--- src/rtl/ptg_pkg.sv ---
package ptg_pkg;
  // settings select codes on the write port
  typedef enum logic [1:0] {
    SEL_CAS   = 2'd0,
    SEL_ADD   = 2'd1,
    SEL_BURST = 2'd2,
    SEL_RSV   = 2'd3
  } ptg_sel_e;
endpackage

--- src/rtl/ptg_mode_shadow.sv ---
module ptg_mode_shadow
  import ptg_pkg::*;
#(
  parameter int CFG_DW = 4,
  parameter int MIN_CL = 3,
  parameter int MAX_CL = 7,
  parameter int MAX_AL = 6,
  parameter int MIN_BL = 4,
  parameter int MAX_BL = 8,
  localparam int CLW = $clog2(MAX_CL + 1),
  localparam int ALW = $clog2(MAX_AL + 1)
) (
  input  logic              clk,
  input  logic              rst_n,
  input  logic              we,
  input  logic [1:0]        sel,
  input  logic [CFG_DW-1:0] wdata,
  input  logic              lock,
  output logic [CLW-1:0]    cas_q,
  output logic [ALW-1:0]    add_q,
  output logic              long_q,
  output logic              err_q
);
  localparam logic [CFG_DW-1:0] CL_LO = CFG_DW'(MIN_CL);
  localparam logic [CFG_DW-1:0] CL_HI = CFG_DW'(MAX_CL);
  localparam logic [CFG_DW-1:0] AL_HI = CFG_DW'(MAX_AL);
  localparam logic [CFG_DW-1:0] BL_S  = CFG_DW'(MIN_BL);
  localparam logic [CFG_DW-1:0] BL_L  = CFG_DW'(MAX_BL);

  logic legal;
  logic apply;

  always_comb begin
    unique case (ptg_sel_e'(sel))
      SEL_CAS:   legal = (wdata >= CL_LO) && (wdata <= CL_HI);
      SEL_ADD:   legal = (wdata <= AL_HI);
      SEL_BURST: legal = (wdata == BL_S) || (wdata == BL_L);
      default:   legal = 1'b0;
    endcase
  end

  assign apply = we && legal && !lock;

  always_ff @(posedge clk) begin
    if (!rst_n) begin
      cas_q  <= CLW'(MIN_CL);
      add_q  <= '0;
      long_q <= 1'b0;
      err_q  <= 1'b0;
    end else begin
      err_q <= we && !apply;
      if (apply) begin
        unique case (ptg_sel_e'(sel))
          SEL_CAS:   cas_q  <= CLW'(wdata);
          SEL_ADD:   add_q  <= ALW'(wdata);
          SEL_BURST: long_q <= (wdata == BL_L);
          default:   ;
        endcase
      end
    end
  end

  AST_LOCK_HOLDS_SETTINGS: assert property (@(posedge clk) disable iff (!rst_n)
    lock |=> $stable(cas_q) && $stable(add_q) && $stable(long_q));
  AST_LOCKED_WRITE_FLAGS: assert property (@(posedge clk) disable iff (!rst_n)
    (we && lock) |=> err_q);
  AST_CAS_IN_RANGE: assert property (@(posedge clk) disable iff (!rst_n)
    (cas_q >= CLW'(MIN_CL)) && (cas_q <= CLW'(MAX_CL)));
  AST_ERR_ONE_CYCLE: assert property (@(posedge clk) disable iff (!rst_n)
    !we |=> !err_q);
endmodule

--- src/rtl/ptg_lat_mask.sv ---
module ptg_lat_mask #(
  parameter int D   = 17,
  parameter int CLW = 3,
  parameter int ALW = 3,
  parameter int MIN_BL = 4,
  parameter int MAX_BL = 8,
  localparam int IW = $clog2(D + 1)
) (
  input  logic [CLW-1:0] cas,
  input  logic [ALW-1:0] add,
  input  logic           long_burst,
  input  logic           is_wr,
  output logic [D-1:0]   start_mask,
  output logic [D-1:0]   win_mask
);
  logic [IW-1:0] lat;
  logic [IW-1:0] beats;
  logic [IW-1:0] lat_end;

  // write latency is one cycle below read latency
  assign lat     = IW'(add) + IW'(cas) - IW'(is_wr);
  assign beats   = long_burst ? IW'(MAX_BL / 2) : IW'(MIN_BL / 2);
  assign lat_end = lat + beats;

  for (genvar i = 0; i < D; i++) begin : g_slot
    assign start_mask[i] = (lat == IW'(i));
    assign win_mask[i]   = (IW'(i) >= lat) && (IW'(i) < lat_end);
  end
endmodule

--- src/rtl/ptg_sched.sv ---
module ptg_sched #(
  parameter int D = 17
) (
  input  logic         clk,
  input  logic         rst_n,
  input  logic         load,
  input  logic [D-1:0] start_mask,
  input  logic [D-1:0] win_mask,
  output logic         start_o,
  output logic         win_o,
  output logic [D-1:0] occ_q
);
  logic [D-1:0] strt_q;

  always_ff @(posedge clk) begin
    if (!rst_n) begin
      strt_q <= '0;
      occ_q  <= '0;
    end else begin
      strt_q <= (strt_q >> 1) | (load ? start_mask : '0);
      occ_q  <= (occ_q  >> 1) | (load ? win_mask   : '0);
    end
  end

  assign start_o = strt_q[0];
  assign win_o   = occ_q[0];

  AST_START_INSIDE_WINDOW: assert property (@(posedge clk) disable iff (!rst_n)
    start_o |-> win_o);
  AST_WINDOW_OPENS_WITH_START: assert property (@(posedge clk) disable iff (!rst_n)
    $rose(win_o) |-> start_o);
endmodule

--- src/rtl/ptg_top.sv ---
module ptg_top
  import ptg_pkg::*;
#(
  parameter int CFG_DW = 4,
  parameter int MIN_CL = 3,
  parameter int MAX_CL = 7,
  parameter int MAX_AL = 6,
  parameter int MIN_BL = 4,
  parameter int MAX_BL = 8
) (
  input  logic              clk,
  input  logic              rst_n,
  input  logic              cfg_we,
  input  logic [1:0]        cfg_addr,
  input  logic [CFG_DW-1:0] cfg_wdata,
  output logic              cfg_err,
  input  logic              cmd_valid,
  output logic              cmd_ready,
  input  logic              cmd_wr,
  output logic              rd_start,
  output logic              rd_window,
  output logic              wr_start,
  output logic              wr_window
);
  localparam int D   = MAX_CL + MAX_AL + MAX_BL / 2;
  localparam int CLW = $clog2(MAX_CL + 1);
  localparam int ALW = $clog2(MAX_AL + 1);
  localparam int NCH = 2; // channel 0 read, 1 write

  logic [CLW-1:0] cas;
  logic [ALW-1:0] add;
  logic           long_burst;
  logic [D-1:0]   start_mask, win_mask;
  logic [NCH-1:0] load, ch_start, ch_win;
  logic [NCH-1:0][D-1:0] occ;
  logic [D-1:0]   booked;
  logic           accept, lock;

  ptg_mode_shadow #(
    .CFG_DW(CFG_DW), .MIN_CL(MIN_CL), .MAX_CL(MAX_CL),
    .MAX_AL(MAX_AL), .MIN_BL(MIN_BL), .MAX_BL(MAX_BL)
  ) u_mode (
    .clk(clk), .rst_n(rst_n), .we(cfg_we), .sel(cfg_addr), .wdata(cfg_wdata),
    .lock(lock), .cas_q(cas), .add_q(add), .long_q(long_burst), .err_q(cfg_err)
  );

  ptg_lat_mask #(
    .D(D), .CLW(CLW), .ALW(ALW), .MIN_BL(MIN_BL), .MAX_BL(MAX_BL)
  ) u_mask (
    .cas(cas), .add(add), .long_burst(long_burst), .is_wr(cmd_wr),
    .start_mask(start_mask), .win_mask(win_mask)
  );

  assign booked    = occ[0] | occ[1];
  assign cmd_ready = ~|((booked >> 1) & win_mask);
  assign accept    = cmd_valid && cmd_ready;
  assign load[0]   = accept && !cmd_wr;
  assign load[1]   = accept && cmd_wr;
  assign lock      = (|booked) || accept;

  for (genvar c = 0; c < NCH; c++) begin : g_ch
    ptg_sched #(.D(D)) u_sched (
      .clk(clk), .rst_n(rst_n), .load(load[c]),
      .start_mask(start_mask), .win_mask(win_mask),
      .start_o(ch_start[c]), .win_o(ch_win[c]), .occ_q(occ[c])
    );
  end

  assign rd_start  = ch_start[0];
  assign rd_window = ch_win[0];
  assign wr_start  = ch_start[1];
  assign wr_window = ch_win[1];

  AST_BUS_EXCLUSIVE: assert property (@(posedge clk) disable iff (!rst_n)
    !(rd_window && wr_window));
  AST_STARTS_EXCLUSIVE: assert property (@(posedge clk) disable iff (!rst_n)
    $onehot0({rd_start, wr_start}));
  AST_WR_WINDOW_OPENS: assert property (@(posedge clk) disable iff (!rst_n)
    $rose(wr_window) |-> wr_start);
endmodule

--- config.mk ---
export PLATFORM = sky130hd
export DESIGN_NAME = ptg_top
export DESIGN_NICKNAME = d
export VERILOG_FILES = /design/src/rtl/ptg_pkg.sv /design/src/rtl/ptg_mode_shadow.sv /design/src/rtl/ptg_lat_mask.sv /design/src/rtl/ptg_sched.sv /design/src/rtl/ptg_top.sv
export SDC_FILE = /design/constraint.sdc
export NUM_CORES = 1
export LEC_CHECK = 0
export ABC_AREA = 1
export CORE_ASPECT_RATIO = 1.2
export CORE_MARGIN = 2
export CORE_UTILIZATION = 40
export DETAILED_ROUTE_END_ITERATION = 10
export PLACE_DENSITY = 0.65
export REMOVE_ABC_BUFFERS = 1
export SYNTH_ARGS = -nofsm -noshare
export SYNTH_HDL_FRONTEND = slang
export SYNTH_HIERARCHICAL = 1
export SYNTH_SLANG_ARGS = --single-unit
--- constraint.sdc ---
create_clock -name clk -period 9.98 [get_ports clk]
set_input_delay 1.996 -clock clk [delete_from_list [all_inputs] [get_ports clk]]
set_output_delay 1.996 -clock clk [all_outputs]
set_load 0.05 [all_outputs]
==> qor.csv, run 1 <==
metric,value,unit
critPathArrivalTime,6.40,ns
slew_violations,0,
cp_max_fo,9,
path_class,in -> out,
synth_top_family_by_area,simple AND/OR/NAND/NOR gates,
hp-start,g_ch[0].u_sched/strt_q[1],
whs,0.418,ns
core-area,9910,um^2
synth_mux_area_share,0,%
post_cts.repair.setup_buffers,0,
irDropWorstVdd,0.000104,V
antenna_found_initial,0,
yosys.area_share.simple,43.2,%
ys_warn_count,6,
die-area,10900,um^2
ctsLongestPathBuffers,2,
fin_crit_sh,84.1,%
finish.utilization,44.9,%
netlist_area,4030,um^2
synth_cell_types,37,
die_x,95.6,um
drc,0,
rsz0062_at_grt,false,
antenna_cells,0,
hold_viol,0,
hold_class,reg -> reg,
slew_headroom,51.4,%
first_iter_violations,195,
htree_levels,3,
viasPerCell,4.89,
vias,3580,
leakagePower,0.00216,uW
clkSinkCount,76,
fmax,0.119,GHz
clk-insertion-delay-late,0.33,ns
drt-total-wl,8.77,mm
cts_hold_buf,0,
outcome,"complete, no violations",
gp_congestion,0.885,
syn_inst,599,
hpwl,6.37,mm
synth_compound_area_share,3.51,%
r2r_end,u_mode/cas_q[2],
firstDrtPassIters,5,
cts_buffers,9,
synth_seq_cells,76,
fin_ws,1.58,ns
rr_worst_depth,28,
dp_slack,1.63,ns
period_needed,8.40,ns
final_common_cell,nand2_1,
row_count,40,
area_delta_synth_final,10.3,%
synth.avg_cell_area,6.73,um^2
hold_path_depth,2,
ant_nets,0,
clk_pin_slew,0.05,ns
die_y,114,um
grt_usage,17.5,%
nNetsFinal,622,
layout_common_cells,"nand2_1, nand3_1, dfxtp_1, nor2_1, inv_1",
io_pins,17,
grt-ovfl-total,0,
holdPathEnd,g_ch[0].u_sched/strt_q[0],
required,7.98,ns
routedWlPerCell,12.0,um
synth-adder-area-share,3.48,%
cts_tree,done,
portBuffers,16,
finalPower,1030,uW
p_per_area,233,nW/um^2
worstSetupStartpointType,input port,
r2r_slack,5.62,ns
start_util,40.7,%
r2r-start,u_mode/add_q[0],
post_cts_resized,0,
grt_pass1_vias,3274,
seq_area_frac_synth,37.7,%
drive_gt1_share,8.75,%
grt_pass1_wl,14.9,mm
finalSetupViolations,0,
end_kind,primary output,
setup_tns,0,ns
cts_root_buf,clkbuf_16,
synthXorXnorAreaFrac,0,%
tightestPinTransition,0.729,ns
grt_max_degree,85,
cap_violations,0,
fin_worst_skew,0.00430,ns
-- layout make-up --
type / count / area, um^2
repair buffers: 19 / 180
well taps: 126 / 158
clock buffers: 15 / 278
fillers: 1041 / 5460
flip-flops and latches: 76 / 1520
inverters: 73 / 274
clock inverters: 1 / 5.00
multi-input cells: 422 / 2030
-- metrics by stage --
| stage | instance area, um^2 | instances |
|---|---|---|
| floorplan | 3820 | 571 |
| global placement | 4170 | 716 |
| detailed placement | 4170 | 716 |
| CTS | 4450 | 732 |
| global route | 4450 | 732 |
| finish | 4450 | 732 |
-- where the power goes --
part           total [uW]  switching [uW]  internal (uW)
Sequential            345            13.2            332
Combinational         386             269            117
Clock                 303             115            188
Total                1030             397            638
-- routing by layer --
metal / GRT usage (%) / wire [um]
met1: 21.1 / 3900
met3: 4.49 / 279
met2: 29.6 / 4440
met5: 0 / 0
met4: 6.38 / 142
-- critical path: stages --
cell and delay (ns):
clkdlybuf4s50_1 0.48, ha_1 0.31, inv_1 0.04, ha_1 0.20, fa_1 0.38, nand2_1 0.08
inv_2 0.05, nor2_2 0.33, fa_1 0.57, nor2_1 0.18, nand3_1 0.14, o21a_1 0.25
inv_1 0.07, nor2_1 0.04, nor2_1 0.11, nand2_1 0.08, nor2_2 0.14, and2_2 0.15
clkdlybuf4s50_1 0.79
-- cell families after synthesis --
family          after synthesis
simple gates                386
flops                        76
compound gates               25
fa+ha+maj                    10
other cells                   1
buf+inv                     101
-- cell usage after synthesis --
library cell / n / area [um^2]
nand2_1: 180 / 676
nand3_1: 80 / 400
dfxtp_1: 76 / 1520
nor2_1: 74 / 278
inv_1: 67 / 251
buf_4: 15 / 113
nand4_1: 12 / 75.1
nor2_2: 9 / 56.3
buf_2: 8 / 40.0
ha_1: 8 / 100
a21oi_1: 7 / 35.0
o21ai_0: 7 / 35.0
inv_2: 6 / 22.5
nor3_1: 6 / 30.0
buf_6: 5 / 56.3
o21ai_1: 5 / 25.0
nand2_2: 4 / 25.0
nand2_4: 4 / 45.0
nand4_2: 3 / 37.5
and2_1: 2 / 12.5
fa_1: 2 / 40.0
nand3_2: 2 / 20.0
nor2_4: 2 / 22.5
nor4_1: 2 / 12.5
a21o_1: 1 / 7.51
a21oi_2: 1 / 8.76
a31oi_1: 1 / 6.26
and2_0: 1 / 6.26
and2_2: 1 / 7.51
and3_1: 1 / 6.26
conb_1: 1 / 3.75
nand3b_1: 1 / 7.51
nor3_4: 1 / 16.3
nor3b_1: 1 / 7.51
o21a_1: 1 / 7.51
o21ai_2: 1 / 8.76
o21bai_1: 1 / 7.51
-- how the worst max path moves through the flow --
stage	start	to	slack, ns	cells past startpoint
after global placement	cmd_wr	cmd_ready	1.68	19
after floorplan	cmd_wr	cmd_ready	3.10	21
final	cmd_wr	cmd_ready	1.58	19
after CTS	cmd_wr	cmd_ready	1.61	19
after global routing	cmd_wr	cmd_ready	1.23	19
after detailed placement	cmd_wr	cmd_ready	1.63	19
-- state kept, by name, indices dropped and copies added (netlist names) --
| signal | cells |
|---|---|
| g_ch.u_sched/occ_q | 34 |
| g_ch.u_sched/strt_q | 34 |
| u_mode/add_q | 3 |
| u_mode/cas_q | 3 |
| u_mode/err_q | 1 |
| u_mode/long_q | 1 |
Power figures use the tool's default switching activity.
==> run 2, diff against run 1 <==
==> constraint.sdc (replaced) <==
create_clock -name clk -period 8.5 [get_ports clk]
set_input_delay 1.7 -clock clk [delete_from_list [all_inputs] [get_ports clk]]
set_output_delay 1.7 -clock clk [all_outputs]
set_load 0.05 [all_outputs]
==> qor.csv, run 2 (synthesis gave the netlist of run 1 again) <==
metric,value,unit,change
outcome,"complete, no violations",,
viasPerCell,4.92,,+0.61%
start_util,40.7,%,unchanged
die_x,95.6,um,unchanged
irDropWorstVdd,0.000115,V,+11%
top_regs,"g_ch.u_sched/occ_q: 34 flops, g_ch.u_sched/strt_q: 34 flops",,
grt-ovfl-total,0,,unchanged
cts_hold_buf,0,,unchanged
slew_headroom,51.8,%,+0.35 points
drc,0,,unchanged
fmax,0.127,GHz,
fin_crit_sh,92.3,%,
tightestPinTransition,0.724,ns,-0.00528 ns
vias,3602,,+0.61%
end_kind,primary output,,
cts_root_buf,clkbuf_16,,
clk_pin_slew,0.05,ns,about the same
required,6.80,ns,-1.18 ns
cts_tree,done,,
core-area,9910,um^2,unchanged
drt-total-wl,8.87,mm,+1.1%
finalSetupViolations,0,,unchanged
period_needed,7.85,ns,
slowest_stage,clkdlybuf4s50_1,,
die-area,10900,um^2,unchanged
path_cells,clkdlybuf4s50_1 -> ha_1 -> inv_1 -> ha_1 -> fa_1 -> nand2_1 -> inv_2 -> nor2_2 -> fa_1 -> nor2_1 -> nand3_1 -> o21a_1 -> inv_1 -> nor2_1 -> nor2_1 -> nand2_1 -> nor2_2 -> and2_2 -> clkdlybuf4s50_1,,
p_per_area,285,nW/um^2,+22%
area_delta_synth_final,11.7,%,
leakagePower,0.00218,uW,+1.0%
gp_congestion,0.884,,about the same
routedWlPerCell,12.1,um,+1.1%
post_cts_resized,0,,unchanged
htree_levels,3,,unchanged
rsz0062_at_grt,false,,
firstDrtPassIters,5,,unchanged
cap_violations,0,,unchanged
layout_common_cells,"nand2_1, nand3_1, dfxtp_1, nor2_1, inv_1",,
clkSinkCount,76,,unchanged
final_common_cell,nand2_1,,
cp_max_fo,9,,unchanged
antenna_found_initial,0,,unchanged
drive_gt1_share,9.08,%,+0.33 points
cpPeakStageDelay,0.79,ns,about the same
first_iter_violations,360,,+85%
final_cell_area,4500,um^2,+1.2%
row_count,40,,unchanged
antenna_cells,0,,unchanged
hpwl,6.28,mm,-1.4%
grt_usage,17.8,%,+0.32 points
io_pins,17,,unchanged
grt_pass1_wl,15.1,mm,+1.2%
fin_worst_skew,0.00669,ns,+0.00240 ns
crit_buf_inv,5,,unchanged
worstSetupStartpointType,input port,,
hold_class,reg -> reg,,
hold_viol,0,,unchanged
grt_max_degree,85,,unchanged
nNetsFinal,622,,unchanged
critPathArrivalTime,6.15,ns,-0.25 ns
ctsLongestPathBuffers,2,,unchanged
path_common_cell,nor2_1,,
slew_violations,0,,unchanged
setup_tns,0,ns,unchanged
clk-insertion-delay-late,0.34,ns,about the same
placed_cell_area,4170,um^2,unchanged
die_y,114,um,unchanged
ant_nets,0,,unchanged
path_class,in -> out,,
portBuffers,16,,unchanged
post_cts.repair.setup_buffers,0,,unchanged
critical_path.top_delay_family,adder cells,,
cts_buffers,9,,unchanged
grt_pass1_vias,3287,,+0.40%
## run 2: changes by cell type in the layout (fill, tap and decap cells not counted)
cell and delta:
bufinv_16 +2, clkbuf_1 -2, clkinv_2 -1, clkinvlp_4 +1
## run 2: path summary, 6_finish.rpt
| kind | from | end | slack, ns | depth (start not counted) |
|---|---|---|---|---|
| min reg2reg | g_ch[0].u_sched/strt_q[1] | g_ch[0].u_sched/strt_q[0] | 0.42 | 2 |
| max reg2reg | u_mode/add_q[0] | u_mode/cas_q[2] | 4.10 | 28 |
| max | cmd_wr | cmd_ready | 0.65 | 19 |
| min | g_ch[0].u_sched/strt_q[1] | g_ch[0].u_sched/strt_q[0] | 0.42 | 2 |
## run 2: tightest hold or removal path: cells and delay by family (launching register included)
family	cells	cell delay (ns)
and+or+nand+nor	2	0.09
DFF	1	0.30
## run 2: final cells by class
| class | instances | area [um^2] |
|---|---|---|
| inverters | 73 | 274 |
| clock inverters | 3 | 67.6 |
| flip-flops and latches | 76 | 1520 |
| multi-input cells | 422 | 2030 |
| repair buffers | 19 | 180 |
| fillers | 1027 | 5410 |
| clock buffers | 13 | 270 |
| well taps | 126 | 158 |
## run 2: power by group
group,internal (uW),switching (uW)
sequential,390,15.8
combinational,138,315
clock,281,144
## run 2: per-layer routing
| metal | GRT usage (%) | wire length, um | vias to the layer above |
|---|---|---|---|
| met1 | 21.4 | 3950 | 1629 |
| met5 | 0 | 0 | - |
| met3 | 4.36 | 362 | 17 |
| met4 | 7.62 | 209 | 0 |
| met2 | 29.8 | 4350 | 83 |
| li1 | - | - | 1873 |
## run 2: per-stage QoR
| step | util (%) | hold slack (ns) | std cells | setup WS (ns) | total power, uW |
|---|---|---|---|---|---|
| 2_1_floorplan | - | 0.398 | 571 | 2.21 | 727 |
| 3_3_place_gp | 42.0 | 0.402 | 716 | 0.792 | 856 |
| 3_5_place_dp | 42.0 | 0.409 | 716 | 0.710 | 861 |
| 4_1_cts | 45.4 | 0.422 | 732 | 0.689 | 1290 |
| 5_1_grt | 45.4 | 0.438 | 732 | 0.393 | 1360 |
| 6_report | 45.4 | 0.418 | 732 | 0.654 | 1280 |
==> run 3, diff against run 2 <==
--- a/config.mk
+++ b/config.mk
@@ -9,9 +9,11 @@
 export CORE_ASPECT_RATIO = 1.2
 export CORE_MARGIN = 2
 export CORE_UTILIZATION = 40
+export CTS_BUF_LIST = sky130_fd_sc_hd__clkbuf_8
 export DETAILED_ROUTE_END_ITERATION = 10
 export PLACE_DENSITY = 0.65
 export REMOVE_ABC_BUFFERS = 1
+export SETUP_SLACK_MARGIN = 0.4
 export SYNTH_ARGS = -nofsm -noshare
 export SYNTH_HDL_FRONTEND = slang
 export SYNTH_HIERARCHICAL = 1
==> qor.csv, run 3 (synthesis gave the netlist of run 1 again) <==
metric,value,unit,change
viasPerCell,4.91,,-0.28%
cts_hold_buf,0,,unchanged
ctsLongestPathBuffers,2,,unchanged
outcome,"complete, no violations",,
antenna_found_initial,0,,unchanged
r2r-start,u_mode/add_q[0],,
r2r_slack,4.08,ns,-0.02 ns
instances_no_fill,732,,unchanged
slowest_stage,fa_1,,
nNetsFinal,622,,unchanged
grt-ovfl-total,0,,unchanged
rsz0062_at_grt,false,,
hold_viol,0,,unchanged
hold_class,reg -> reg,,
fin_worst_skew,0.00845,ns,+0.00175 ns
fillers,1038,,+1.1%
grt_max_degree,85,,unchanged
drt-total-wl,8.83,mm,-0.44%
crit_buf_inv,5,,unchanged
die-area,10900,um^2,unchanged
end_kind,primary output,,
cap_violations,0,,unchanged
drc,0,,unchanged
grt_usage,17.7,%,-0.11 points
die_x,95.6,um,unchanged
routedWlPerCell,12.1,um,-0.44%
path_common_cell,nor2_1,,
core-area,9910,um^2,unchanged
clkSinkCount,76,,unchanged
gp_congestion,0.884,,unchanged
clk-insertion-delay-late,0.36,ns,+0.02 ns
cts_tree,done,,
io_pins,17,,unchanged
fmax,0.135,GHz,+5.7%
placed_cell_area,4170,um^2,unchanged
top_regs,"g_ch.u_sched/occ_q: 34 flops, g_ch.u_sched/strt_q: 34 flops",,
slew_headroom,51.6,%,-0.17 points
portBuffers,16,,unchanged
die_y,114,um,unchanged
final_cell_area,4400,um^2,-2.2%
crit_start,cmd_wr,,
rr_worst_depth,28,,unchanged
cpPeakStageDelay,0.56,ns,-0.23 ns
grt_pass1_wl,15.0,mm,-0.41%
r2r_end,u_mode/cas_q[2],,
antenna_cells,0,,unchanged
worstSetupStartpointType,input port,,
layout_common_cells,"nand2_1, nand3_1, dfxtp_1, nor2_1, inv_1",,
row_count,40,,unchanged
area_delta_synth_final,9.25,%,
firstDrtPassIters,7,,+2
path_cells,clkdlybuf4s50_1 -> ha_1 -> inv_1 -> ha_1 -> fa_1 -> nand2_1 -> inv_2 -> nor2_2 -> fa_1 -> nor2_1 -> nand3_1 -> o21a_1 -> inv_1 -> nor2_1 -> nor2_1 -> nand2_1 -> nor2_2 -> and2_2 -> dlymetal6s2s_1,,
htree_levels,3,,unchanged
p_per_area,268,nW/um^2,-6.1%
path_class,in -> out,,
critPathCapture,cmd_ready,,
period_needed,7.42,ns,-0.422 ns
leakagePower,0.00215,uW,-1.7%
setup_tns,0,ns,unchanged
finalSetupViolations,0,,unchanged
cts_buffers,9,,unchanged
fin_crit_sh,87.3,%,-5.0 points
slew_violations,0,,unchanged
cts_root_buf,clkbuf_8,,
ant_nets,0,,unchanged
hpwl,6.28,mm,unchanged
critPathArrivalTime,5.72,ns,-0.43 ns
first_iter_violations,397,,+10%
vias,3592,,-0.28%
cp_max_fo,9,,unchanged
grt_pass1_vias,3277,,-0.30%
place_inst,716,,unchanged
irDropWorstVdd,0.0000910,V,-21%
final_common_cell,nand2_1,,
required,6.80,ns,about the same
critical_path.top_delay_family,adder cells,,
whs,0.422,ns,+0.00438 ns
worst-path-stages,19,,unchanged
drive_gt1_share,9.08,%,unchanged
start_util,40.7,%,unchanged
tightestPinTransition,0.726,ns,+0.00248 ns
clk_pin_slew,0.07,ns,+0.02 ns
[run 3: worst min-delay path, cell delays in order, from the launching register on]
cell and delay [ns]:
dfxtp_1 0.31, nand2_1 0.04, nand2_1 0.05
[run 3: metrics by stage]
stage	total power (uW)	worst slack (ns)	utilization, %
after global placement	856	0.792	42.0
after floorplan	727	2.21	-
after CTS	1190	0.705	44.4
final	1180	1.08	44.4
after detailed placement	861	0.710	42.0
after global routing	1260	0.790	44.4
[run 3: final cells by class]
type	count	area [um^2]	area share, %
multi-input cells	422	2030	46.1
flip-flops and latches	76	1520	34.5
inverters	73	274	6.22
repair buffers	19	183	4.15
clock buffers	12	165	3.75
well taps	126	158	3.58
clock inverters	4	71.3	1.62
[run 3: how the worst min path moves through the flow]
stage	startpoint	to	cells after the start
global placement	g_ch[1].u_sched/strt_q[12]	g_ch[1].u_sched/strt_q[11]	2
global route	g_ch[0].u_sched/strt_q[13]	g_ch[0].u_sched/strt_q[12]	2
detailed placement	g_ch[0].u_sched/strt_q[16]	g_ch[0].u_sched/strt_q[15]	2
CTS	g_ch[0].u_sched/strt_q[1]	g_ch[0].u_sched/strt_q[0]	2
floorplan	g_ch[0].u_sched/strt_q[1]	g_ch[0].u_sched/strt_q[0]	2
finish	g_ch[0].u_sched/strt_q[1]	g_ch[0].u_sched/strt_q[0]	2
[run 3: timing repair]
action | in CTS | in global routing
gates resized for setup | 0 | 1
setup endpoints to repair | 0 | 1
buffers inserted | 0 | 0
[run 3: per-layer routing]
layer / wire (um) / part of all wire [%] / track usage [%] / vias to the layer above
met2: 4320 / 49 / 29.7 / 83
met1: 3930 / 45 / 21.4 / 1621
met5: 0 / 0 / 0 / -
li1: - / - / - / 1871
met3: 346 / 3.9 / 3.57 / 17
met4: 226 / 2.6 / 8.19 / 0
[run 3: power by group]
part           leakage [uW]  switching (uW)  internal [uW]
Clock              0.000120             135            188
Combinational       0.00141             313            137
Sequential         0.000614            15.9            389
